[config.mk]
export PLATFORM = sky130hd
export DESIGN_NAME = tamper_guard
export DESIGN_NICKNAME = d
export VERILOG_FILES = /design/src/rtl/tg_pkg.sv /design/src/rtl/tg_ctrl.sv /design/src/rtl/tg_datapath.sv /design/src/rtl/tamper_guard.sv
export SDC_FILE = /design/constraint.sdc
export NUM_CORES = 1
export LEC_CHECK = 0
export BUFFER_PORTS_ARGS = -buffer_cell sky130_fd_sc_hd__buf_2
export CAP_MARGIN = 20
export CORE_MARGIN = 2
export CORE_UTILIZATION = 39
export DETAILED_ROUTE_END_ITERATION = 10
export PLACE_DENSITY = 0.76
export SYNTH_ARGS = -nofsm -noshare
export SYNTH_HDL_FRONTEND = slang
export SYNTH_SLANG_ARGS = --single-unit
[constraint.sdc]
create_clock -name clk -period 1.2 [get_ports clk]
set_input_delay 0.24 -clock clk [delete_from_list [all_inputs] [get_ports clk]]
set_output_delay 0.24 -clock clk [all_outputs]
set_load 0.05 [all_outputs]
[src/rtl/tg_pkg.sv]
package tg_pkg;
  localparam int EVT_N  = 10;
  localparam int DATA_W = 32;
  localparam int SEL_W  = 2;

  localparam int CTL_FAIL_HL = 16;
  localparam int CTL_CFG_SL  = 29;
  localparam int CTL_CFG_HL  = 30;
  localparam int ST_SVF      = 0;
  localparam int ST_NVF      = 1;
  localparam int IEN_SEC     = 0;
  localparam int LOCK_N      = 3;

  typedef enum logic [SEL_W-1:0] {
    SEL_CTRL = 2'd0,
    SEL_STAT = 2'd1,
    SEL_CFG  = 2'd2,
    SEL_IEN  = 2'd3
  } regSel_e;

  // status bit that records tamper source idx
  function automatic int evtStatusPos(input int idx);
    if (idx < 8) return 16 + idx;
    return idx - 6;
  endfunction

  typedef struct packed {
    logic              cfgLoad;
    logic              ienLoad;
    logic              ienClr;
    logic [LOCK_N-1:0] lockSet;   // {cfg hard, cfg soft, fail hard}
    logic              softUnlock;
    logic [EVT_N-1:0]  evtClr;
    logic              svfClr;
    logic              nvfClr;
    logic              nvfSet;
  } strobe_t;

  typedef struct packed {
    logic svf;
    logic nvf;
    logic evtAny;
    logic cfgSoftLock;
    logic cfgHardLock;
    logic failHardLock;
  } flags_t;
endpackage

[src/rtl/tg_ctrl.sv]
module tg_ctrl
  import tg_pkg::*;
(
  input  logic              sysRst,
  input  logic              wrEn,
  input  logic [SEL_W-1:0]  regSel,
  input  logic [DATA_W-1:0] wrData,
  input  flags_t            flags,
  output strobe_t           strobe
);
  logic unusedWr;
  assign unusedWr = ^wrData;

  logic              svfClrOk;
  logic              nvfClrOk;
  logic              cfgOpen;
  logic [EVT_N-1:0]  evtClrReq;

  // guards look only at the state before the write
  assign svfClrOk = flags.nvf & ~flags.evtAny;
  assign nvfClrOk = ~flags.svf;
  assign cfgOpen  = ~(flags.cfgSoftLock | flags.cfgHardLock);

  always_comb begin
    for (int i = 0; i < EVT_N; i++) evtClrReq[i] = wrData[evtStatusPos(i)];
  end

  always_comb begin
    strobe = '0;
    if (sysRst) begin
      strobe.softUnlock = 1'b1;
      strobe.ienClr     = 1'b1;
      strobe.nvfSet     = flags.svf & ~flags.nvf & ~flags.failHardLock;
    end else if (wrEn) begin
      case (regSel)
        SEL_CTRL: strobe.lockSet = {wrData[CTL_CFG_HL], wrData[CTL_CFG_SL], wrData[CTL_FAIL_HL]};
        SEL_STAT: begin
          strobe.evtClr = evtClrReq;
          strobe.svfClr = wrData[ST_SVF] & svfClrOk;
          strobe.nvfClr = wrData[ST_NVF] & nvfClrOk;
        end
        SEL_CFG:  strobe.cfgLoad = cfgOpen;
        SEL_IEN:  strobe.ienLoad = 1'b1;
        default:  strobe = '0;
      endcase
    end
  end
endmodule

[src/rtl/tg_datapath.sv]
module tg_datapath
  import tg_pkg::*;
(
  input  logic              clk,
  input  logic              batRstN,
  input  strobe_t           strobe,
  input  logic [EVT_N-1:0]  cfgIn,
  input  logic              ienIn,
  input  logic [EVT_N-1:0]  evtPulse,
  input  logic [SEL_W-1:0]  regSel,
  output logic [DATA_W-1:0] rdData,
  output flags_t            flags,
  output logic [EVT_N-1:0]  cfgOut,
  output logic              haltCount,
  output logic              secIrq
);
  logic              svfQ, nvfQ, ienQ;
  logic              failHlQ, cfgSlQ, cfgHlQ;
  logic [EVT_N-1:0]  evtQ, cfgQ, evtHit;
  logic [DATA_W-1:0] statusVec, ctrlVec;

  assign evtHit = evtPulse & cfgQ;

  always_ff @(posedge clk or negedge batRstN) begin
    if (!batRstN) begin
      svfQ    <= 1'b0;
      nvfQ    <= 1'b1;
      evtQ    <= '0;
      cfgQ    <= '0;
      ienQ    <= 1'b0;
      failHlQ <= 1'b0;
      cfgSlQ  <= 1'b0;
      cfgHlQ  <= 1'b0;
    end else begin
      evtQ    <= (evtQ & ~strobe.evtClr) | evtHit;
      svfQ    <= (svfQ & ~strobe.svfClr) | (|evtHit);
      nvfQ    <= (nvfQ & ~strobe.nvfClr) | strobe.nvfSet;
      if (strobe.cfgLoad) cfgQ <= cfgIn;
      if (strobe.ienClr) ienQ <= 1'b0;
      else if (strobe.ienLoad) ienQ <= ienIn;
      failHlQ <= failHlQ | strobe.lockSet[0];
      cfgSlQ  <= (cfgSlQ | strobe.lockSet[1]) & ~strobe.softUnlock;
      cfgHlQ  <= cfgHlQ | strobe.lockSet[2];
    end
  end

  always_comb begin
    statusVec         = '0;
    statusVec[ST_SVF] = svfQ;
    statusVec[ST_NVF] = nvfQ;
    for (int i = 0; i < EVT_N; i++) statusVec[evtStatusPos(i)] = evtQ[i];
    ctrlVec              = '0;
    ctrlVec[CTL_FAIL_HL] = failHlQ;
    ctrlVec[CTL_CFG_SL]  = cfgSlQ;
    ctrlVec[CTL_CFG_HL]  = cfgHlQ;
  end

  always_comb begin
    case (regSel)
      SEL_CTRL: rdData = ctrlVec;
      SEL_STAT: rdData = statusVec;
      SEL_CFG:  rdData = {{(DATA_W-EVT_N){1'b0}}, cfgQ};
      default:  rdData = {{(DATA_W-1){1'b0}}, ienQ};
    endcase
  end

  assign flags = '{svf: svfQ, nvf: nvfQ, evtAny: |evtQ, cfgSoftLock: cfgSlQ,
                   cfgHardLock: cfgHlQ, failHardLock: failHlQ};
  assign cfgOut    = cfgQ;
  assign haltCount = svfQ | nvfQ;
  assign secIrq    = svfQ & ienQ;
endmodule

[src/rtl/tamper_guard.sv]
module tamper_guard
  import tg_pkg::*;
(
  input  logic              clk,
  input  logic              batRstN,
  input  logic              sysRst,
  input  logic              wrEn,
  input  logic [SEL_W-1:0]  regSel,
  input  logic [DATA_W-1:0] wrData,
  output logic [DATA_W-1:0] rdData,
  input  logic [EVT_N-1:0]  evtPulse,
  output logic              haltCount,
  output logic              secIrq
);
  strobe_t          strobe;
  flags_t           dpState;
  logic [EVT_N-1:0] cfgValue;

  tg_ctrl i_ctrl (
    .sysRst (sysRst),
    .wrEn   (wrEn),
    .regSel (regSel),
    .wrData (wrData),
    .flags  (dpState),
    .strobe (strobe)
  );

  tg_datapath i_dp (
    .clk       (clk),
    .batRstN   (batRstN),
    .strobe    (strobe),
    .cfgIn     (wrData[EVT_N-1:0]),
    .ienIn     (wrData[IEN_SEC]),
    .evtPulse  (evtPulse),
    .regSel    (regSel),
    .rdData    (rdData),
    .flags     (dpState),
    .cfgOut    (cfgValue),
    .haltCount (haltCount),
    .secIrq    (secIrq)
  );
endmodule

==> results.sh, run 1 <==
export IMPL_status="finished with violations"
export IMPL_violations="negative setup slack"
export IMPL_synth_top_area_share_pct=44.8
export IMPL_synthArstFlopShare_pct=100
export IMPL_cts_clk_slew_worst_paths_ns=0.13
export IMPL_layout_commonest_cell="buf_2"
export IMPL_synth_warnings=0
export IMPL_cp_start_kind="flip-flop"
export IMPL_ys_ff_latch=26
export IMPL_num_vias=1334
export IMPL_use_met3_pct=3.87
export IMPL_clock_path_buffers=2
export IMPL_grt_pass1_vias=1259
export IMPL_path_class="reg2out"
export IMPL_clock_skew_ns=0.0116
export IMPL_final_cells=267
export IMPL_syn_avg_cell_area_um2=10.8
export IMPL_netlist_area_mm2=0.00140
export IMPL_critPathTopFamily="flip-flops"
export IMPL_grt_first_pass_wirelength_um=6020
export IMPL_dp_hpwl_um=2660
export IMPL_r2r_end="i_dp.svfQ"
export IMPL_drv_cap=0
export IMPL_cts_tree="done"
export IMPL_cts_sinks=26
export IMPL_path_buf_inv=1
export IMPL_io_pins=82
export IMPL_diodes=0
export IMPL_hold_violations=0
export IMPL_synthCells=129
export IMPL_io_buffers=57
export IMPL_drt_first_iter_violations=59
export IMPL_rsz0062_at_grt="true"
export IMPL_cp_arrival_ns=1.40
export IMPL_whs_endpoint="i_dp.cfgSlQ"
export IMPL_cpPeakStageDelay_ns=0.41
export IMPL_dieArea_mm2=0.00407
export IMPL_max_clock_freq_mhz=610
export IMPL_endpoint_kind="primary output"
export IMPL_period_needed_ns=1.64
export IMPL_place_ws_ns=-0.237
export IMPL_reg2regPathDepth=4
export IMPL_synthFlopType="dfrtp_1"
export IMPL_r2r_start="i_dp.nvfQ"
export IMPL_gp_congestion=0.833
export IMPL_met2_usage_pct=30.1
export IMPL_setup_violations=33
export IMPL_final_nets=270
export IMPL_vdd_ir_drop_max_v=0.000795
export IMPL_synth_top_cells_by_area="dfrtp_1 45%, mux2_2 8.9%, a22o_1 8.8%"
export IMPL_grt_overflow=0
export IMPL_initial_core_util_pct=41.2
export IMPL_htree_levels=1
export IMPL_cp_max_fo=2
export IMPL_core_area_mm2=0.00339
export IMPL_grt_util_all_layers_pct=19.0
export IMPL_die_y_um=63.8
export IMPL_cts_root_buf="clkbuf_4"
export IMPL_met1_usage_pct=25.9
export IMPL_fillCellCount=261
export IMPL_worstSetupStartpoint="i_dp.svfQ"
export IMPL_place_inst=244
export IMPL_critPathRequiredTime_ns=0.96
export IMPL_r2r_slack_ns=-0.16
export IMPL_final_cell_mix="42 x buf_2, 27 x buf_4, 25 x dfrtp_1, 16 x and2_4"
export IMPL_slew_violations=0
export IMPL_drc=0
export IMPL_power_density_mw_per_mm2=1270
export IMPL_ys_seq_area_share_pct=46.7
export IMPL_hold_ws_ns=0.101
export IMPL_vias_per_cell=5.00
export IMPL_synth_edf_count=0
export IMPL_numCtsBuffers=3
export IMPL_yosysTopAreaCell="dfrtp_1"
export IMPL_grt_max_degree=27
export IMPL_synth_distinct_cells=31
export IMPL_leakagePower_nw=1.12
export IMPL_postRouteWirelength_um=3830
export IMPL_grt_busiest_layer="met2"
export IMPL_row_count=21
export IMPL_antenna_found_initial=0
export IMPL_routedWlPerCell_um=14.4
export IMPL_finalPower_mw=2.87
export IMPL_crit_slowest_cell="dfrtp_1"
export IMPL_clk_latency_ns=0.32
export IMPL_area_growth_pct=62.5
export IMPL_hold_path_class="in2reg"
export IMPL_hp_start="sysRst"
export IMPL_critical_path_cell_chain="mux2_4, a22o_4, buf_8"
export IMPL_firstDrtPassIters=4
export IMPL_fin_setup_tns_ns=-5.34
export IMPL_ant_nets=0
export IMPL_layout_drive_gt1_share_pct=62.4
export IMPL_fp_dieW_um=63.8
export IMPL_holdPathStages=2
export IMPL_fin_ws_ns=-0.439
export IMPL_min_period_over_period_pct=137
==> timing repair <==
item / CTS / global route
gates cloned: 1 / 0
pin swaps: 5 / 3
resized for setup: 66 / 5
setup endpoints to repair: 33 / 33
buffers inserted: 12 / 5
hold buffers: 1 / 0
endpoints found under the hold margin: 25 / 0
==> where the power goes <==
| group | internal (mW) | switching [mW] | total (mW) |
|---|---|---|---|
| sequential | 1.06 | 0.173 | 1.23 |
| clock | 0.130 | 0.260 | 0.390 |
| combinational | 0.614 | 0.634 | 1.25 |
==> how the worst max path moves through the flow <==
stage          depth (start not counted)             end  slack (ns)
2_1_floorplan                          4       rdData[0]       -0.06
3_3_place_gp                           4       rdData[0]       -0.23
3_5_place_dp                           4  i_dp.cfgOut[5]       -0.24
4_1_cts                                3       rdData[0]       -0.44
5_1_grt                                3       rdData[0]       -0.47
6_report                               3       rdData[0]       -0.44
==> flip-flops by register name (all words and copies together) (netlist names) <==
name / flops
i_dp.evtQ: 10
i_dp.cfgHlQ: 1
i_dp.failHlQ: 1
i_dp.nvfQ: 1
i_dp.svfQ: 1
i_dp.ienQ: 1
i_dp.cfgSlQ: 1
i_dp.cfgOut: 10
==> final cells by class <==
| cell class | count | area (um^2) | area share (%) |
|---|---|---|---|
| Sequential cell | 26 | 652 | 28.8 |
| Timing Repair Buffer | 92 | 724 | 32.0 |
| Clock buffer | 4 | 26.3 | 1.16 |
| Inverter | 1 | 3.75 | 0.166 |
| Multi-Input combinational cell | 98 | 803 | 35.4 |
| Tap cell | 46 | 57.6 | 2.54 |
==> layer usage <==
| layer | vias to the layer above | wire length (um) |
|---|---|---|
| li1 | 632 | - |
| met1 | 647 | 1720 |
| met2 | 49 | 1800 |
| met3 | 6 | 255 |
| met4 | 0 | 51 |
| met5 | - | 0 |
==> cell families after synthesis <==
logic type	count (synthesis)	share of synthesized area [%]
muxes	13	10.3
and+or+nand+nor	47	19.7
DFF	26	46.7
buffers and inverters	17	8.52
AOI/OAI and AO/OA	25	14.4
other	1	0.269
==> cell usage after synthesis, types with 2 or more instances <==
library cell,number
dfrtp_1,25
and2_1,16
a22o_1,14
buf_4,12
nand2_1,12
mux2_2,11
a22oi_1,5
nor2_1,5
nand3_1,3
buf_2,2
mux2i_1,2
nor4_1,2
o21ai_0,2
==> worst reg2reg max path, stage by stage (launching register included) <==
cell      delay, ns
dfstp_2        0.60
buf_6          0.11
nor4bb_4       0.18
nand4_1        0.11
a211o_1        0.27
==> through the flow <==
stage	area [um^2]	util (%)
2_1_floorplan	1490	-
3_3_place_gp	1850	54.5
3_5_place_dp	1850	54.5
4_1_cts	2210	65.2
5_1_grt	2270	66.9
6_report	2270	66.9
Note: power is estimated with default switching activity, not from simulation.
==> run 2, diff against run 1 <==
Settings changed: CORE_UTILIZATION 39 to 46, PLACE_DENSITY 0.76 to 0.84.
Clock period 1.2 ns to 2 ns, I/O delays scaled along.
==> results.sh, run 2 (synthesis gave the netlist of run 1 again) <==
export IMPL_fillCellCount=248
export IMPL_leakagePower_nw=0.858
export IMPL_grt_pass1_vias=1193
export IMPL_cp_arrival_ns=1.49
export IMPL_cts_tree="done"
export IMPL_postRouteWirelength_um=3220
export IMPL_status="finished, final reports clean"
export IMPL_numCtsBuffers=3
export IMPL_path_class="reg2out"
export IMPL_cp_start_kind="flip-flop"
export IMPL_fp_dieW_um=59.1
export IMPL_die_y_um=59.1
export IMPL_firstDrtPassIters=4
export IMPL_path_buf_inv=1
export IMPL_layout_commonest_cell="buf_2"
export IMPL_hold_path_class="in2async"
export IMPL_critPathTopFamily="flip-flops"
export IMPL_grt_overflow=0
export IMPL_io_pins=82
export IMPL_crit_slowest_cell="dfrtp_1"
export IMPL_area_growth_pct=22.2
export IMPL_ctsHoldBuffers=0
export IMPL_antenna_found_initial=0
export IMPL_place_area_mm2=0.00165
export IMPL_clk_latency_ns=0.32
export IMPL_slew_headroom_pct=60.9
export IMPL_diodes=0
export IMPL_fin_setup_tns_ns=0
export IMPL_drt_first_iter_violations=27
export IMPL_max_clock_freq_mhz=531
export IMPL_drv_cap=0
export IMPL_period_needed_ns=1.89
export IMPL_row_count=19
export IMPL_r2r_start="i_dp.nvfQ"
export IMPL_layout_drive_gt1_share_pct=42.5
export IMPL_power_density_mw_per_mm2=940
export IMPL_critical_path_cell_chain="mux2_2, a22o_1, buf_2"
export IMPL_min_period_over_period_pct=94.3
export IMPL_setup_violations=0
export IMPL_dp_hpwl_um=2540
export IMPL_io_buffers=57
export IMPL_clock_skew_ns=0.00593
export IMPL_fin_area_mm2=0.00171
export IMPL_cts_root_buf="clkbuf_4"
export IMPL_clock_path_buffers=2
export IMPL_num_vias=1195
export IMPL_slew_violations=0
export IMPL_gp_congestion=0.875
export IMPL_ant_nets=0
export IMPL_worstSetupStartpoint="i_dp.svfQ"
export IMPL_endpoint_kind="primary output"
export IMPL_multiInputGateArea_um2=666
export IMPL_ctsResizeCount=0
export IMPL_final_nets=235
export IMPL_cts_sinks=26
export IMPL_grt_util_all_layers_pct=20.4
export IMPL_grt_max_degree=27
export IMPL_drc=0
export IMPL_grt_first_pass_wirelength_um=5420
export IMPL_initial_core_util_pct=49.3
export IMPL_final_cell_mix="57 x buf_2, 25 x dfrtp_1, 16 x and2_1, 14 x a22o_1"
export IMPL_vdd_ir_drop_max_v=0.000419
export IMPL_cpPeakStageDelay_ns=0.45
export IMPL_cts_clk_slew_worst_paths_ns=0.15
export IMPL_rsz0062_at_grt="false"
export IMPL_vias_per_cell=5.51
export IMPL_critPathRequiredTime_ns=1.60
export IMPL_dieArea_mm2=0.00349
export IMPL_core_area_mm2=0.00283
export IMPL_ff_latch_area_um2=652
export IMPL_cp_max_fo=5
export IMPL_routedWlPerCell_um=14.9
export IMPL_hold_violations=0
export IMPL_htree_levels=1
export IMPL_worst_slew_pin_slew_ns=0.586
export IMPL_post_cts_buffers=0
-- run 2: cell count changes in the layout (fill, tap and decap cells not counted), sizes merged --
| cell | delta |
|---|---|
| buf | -33 |
| bufinv | +1 |
| clkbuf | -1 |
| dlygate4sd3 | -1 |
| nand3 | -1 |
-- run 2: area by class of cell --
| cell class | count | share of cell area [%] |
|---|---|---|
| Inverter | 1 | 0.220 |
| Clock inverter | 1 | 1.76 |
| Timing Repair Buffer | 58 | 17.2 |
| Multi-Input combinational cell | 97 | 39.0 |
| Sequential cell | 26 | 38.2 |
| Tap cell | 31 | 2.27 |
| Clock buffer | 3 | 1.32 |
-- run 2: worst register-to-register path: stages, from the launching register on --
cell	delay [ns]
dfstp_2	0.60
nor4bb_1	0.29
nand4_1	0.14
a211o_1	0.31
-- run 2: metrics by stage --
stage / utilization (%) / total power, mW / cells / setup slack [ns] / hold WS (ns)
6_report: 60.3 / 1.60 / 217 / 0.115 / 0.0577
5_1_grt: 60.3 / 1.68 / 217 / 0.0577 / 0.0787
4_1_cts: 60.3 / 1.61 / 217 / 0.107 / 0.0558
3_5_place_dp: 58.4 / 1.25 / 213 / 0.238 / 0.432
3_3_place_gp: 58.4 / 1.23 / 213 / 0.260 / 0.420
2_1_floorplan: - / 1.12 / 140 / 0.265 / 0.104
-- run 2: routing by layer --
metal | vias up | routed length [um] | track usage [%]
met4 | 0 | 48 | 6.82
met3 | 6 | 274 | 3.06
met2 | 74 | 1610 | 34.6
li1 | 551 | - | -
met1 | 564 | 1290 | 26.6
met5 | - | 0 | 0
-- run 2: power by group --
group,switching (mW),internal [mW]
sequential,0.106,0.635
clock,0.160,0.203
combinational,0.314,0.184
-- run 2: path summary, 6_finish.rpt --
kind	cells after the start	slack (ns)	end
worst max-delay path	3	0.11	rdData[0]
max in group asynchronous	1	1.56	i_dp.cfgOut[3]
worst min-delay path	1	0.06	i_dp.cfgOut[7]
min in group clk	2	0.26	i_dp.cfgSlQ
worst min register to register	2	0.50	i_dp.failHlQ
worst max register to register	3	0.56	i_dp.svfQ
==> run 3, diff against run 2 <==
Settings changed: CORE_UTILIZATION 46 to 48, CTS_BUF_LIST from default to sky130_fd_sc_hd__clkbuf_4 sky130_fd_sc_hd__clkbuf_8, PLACE_DENSITY 0.84 to 0.87.
==> results.sh, run 3 (synthesis gave the netlist of run 1 again) <==
export IMPL_status="finished, final reports clean"
export IMPL_r2r_slack_ns=0.59
export IMPL_ant_nets=0
export IMPL_dieArea_mm2=0.00335
export IMPL_clock_skew_ns=0.00238
export IMPL_fin_setup_tns_ns=0
export IMPL_final_cell_mix="57 x buf_2, 25 x dfrtp_1, 16 x and2_1, 14 x a22o_1"
export IMPL_postRouteWirelength_um=3280
export IMPL_max_clock_freq_mhz=532
export IMPL_hold_violations=0
export IMPL_critPathTopFamily="flip-flops"
export IMPL_routedWlPerCell_um=15.1
export IMPL_die_y_um=57.9
export IMPL_cts_tree="done"
export IMPL_cp_max_fo=5
export IMPL_row_count=19
export IMPL_cpPeakStageDelay_ns=0.45
export IMPL_cp_start_kind="flip-flop"
export IMPL_met1_usage_pct=25.9
export IMPL_power_density_mw_per_mm2=891
export IMPL_utilization_pct=61.3
export IMPL_slew_violations=0
export IMPL_drt_first_iter_violations=40
export IMPL_fp_dieW_um=57.9
export IMPL_fin_area_mm2=0.00169
export IMPL_area_growth_pct=21.1
export IMPL_htree_levels=1
export IMPL_worst_slew_pin_slew_ns=0.578
export IMPL_place_inst=213
export IMPL_clk_latency_ns=0.32
export IMPL_io_pins=82
export IMPL_num_vias=1184
export IMPL_grt_busiest_layer="met2"
export IMPL_hold_ws_ns=0.0564
export IMPL_firstDrtPassIters=4
export IMPL_reg2regPathDepth=3
export IMPL_path_buf_inv=1
export IMPL_slew_headroom_pct=61.4
export IMPL_met2_usage_pct=34.4
export IMPL_leakagePower_nw=0.851
export IMPL_finalPower_mw=1.50
export IMPL_place_area_mm2=0.00165
export IMPL_grt_pass1_vias=1138
export IMPL_io_buffers=57
export IMPL_numCtsBuffers=3
export IMPL_ctsResizeCount=0
export IMPL_grt_overflow=0
export IMPL_vias_per_cell=5.46
export IMPL_critical_path_cell_chain="mux2_2, a22o_1, buf_2"
export IMPL_place_ws_ns=0.235
export IMPL_ff_latch_area_um2=652
export IMPL_rsz0062_at_grt="false"
export IMPL_cp_arrival_ns=1.48
export IMPL_vdd_ir_drop_max_v=0.000556
export IMPL_r2r_start="i_dp.nvfQ"
export IMPL_fin_ws_ns=0.120
export IMPL_grt_max_degree=27
export IMPL_final_nets=235
export IMPL_core_area_mm2=0.00276
export IMPL_multiInputGateArea_um2=666
export IMPL_initial_core_util_pct=50.6
export IMPL_clock_path_buffers=2
export IMPL_layout_commonest_cell="buf_2"
export IMPL_grt_first_pass_wirelength_um=5180
export IMPL_diodes=0
export IMPL_final_cells=217
export IMPL_r2r_end="i_dp.svfQ"
export IMPL_cts_root_buf="clkbuf_4"
export IMPL_cts_sinks=26
export IMPL_period_needed_ns=1.88
export IMPL_hold_path_class="in2async"
export IMPL_crit_slowest_cell="dfrtp_1"
export IMPL_setup_violations=0
export IMPL_fillCellCount=235
export IMPL_grt_util_all_layers_pct=20.2
export IMPL_antenna_found_initial=0
export IMPL_cts_clk_slew_worst_paths_ns=0.14
export IMPL_endpoint_kind="primary output"
export IMPL_use_met3_pct=3.57
export IMPL_gp_congestion=0.886
export IMPL_ctsHoldBuffers=0
export IMPL_critPathRequiredTime_ns=1.60
export IMPL_path_class="reg2out"
export IMPL_drv_cap=0
export IMPL_layout_drive_gt1_share_pct=42.5
export IMPL_drc=0
export IMPL_min_period_over_period_pct=94.0
export IMPL_post_cts_buffers=0
## run 3: power by group
group / switching (mW) / total (mW) / internal [mW]
clock: 0.157 / 0.268 / 0.111
combinational: 0.313 / 0.497 / 0.184
sequential: 0.104 / 0.740 / 0.635
total: 0.574 / 1.50 / 0.931
## run 3: layout make-up
cell class / instances / area share [%]
clock buffers: 4 / 2.15
multi-input cells: 97 / 39.4
flip-flops and latches: 26 / 38.6
well taps: 31 / 2.30
repair buffers: 58 / 17.3
inverters: 1 / 0.222
## run 3: worst register-to-register path: stages, from the launching register on
cell and delay [ns]:
dfstp_2 0.59, nor4bb_1 0.31, nand4_1 0.12, a211o_1 0.30
## run 3: layer usage
layer	vias up	share of wire [%]
met5	-	0
met4	0	0.88
met3	4	8.3
met2	62	50
met1	566	41
li1	552	-
## run 3: how the worst max path moves through the flow
stage,startpoint,endpoint,cells past startpoint
after floorplan,regSel[0],rdData[0],4
after global placement,regSel[0],rdData[1],4
after detailed placement,regSel[0],rdData[1],4
after CTS,i_dp.svfQ,rdData[0],3
after global routing,i_dp.svfQ,rdData[0],3
final,i_dp.svfQ,rdData[0],3
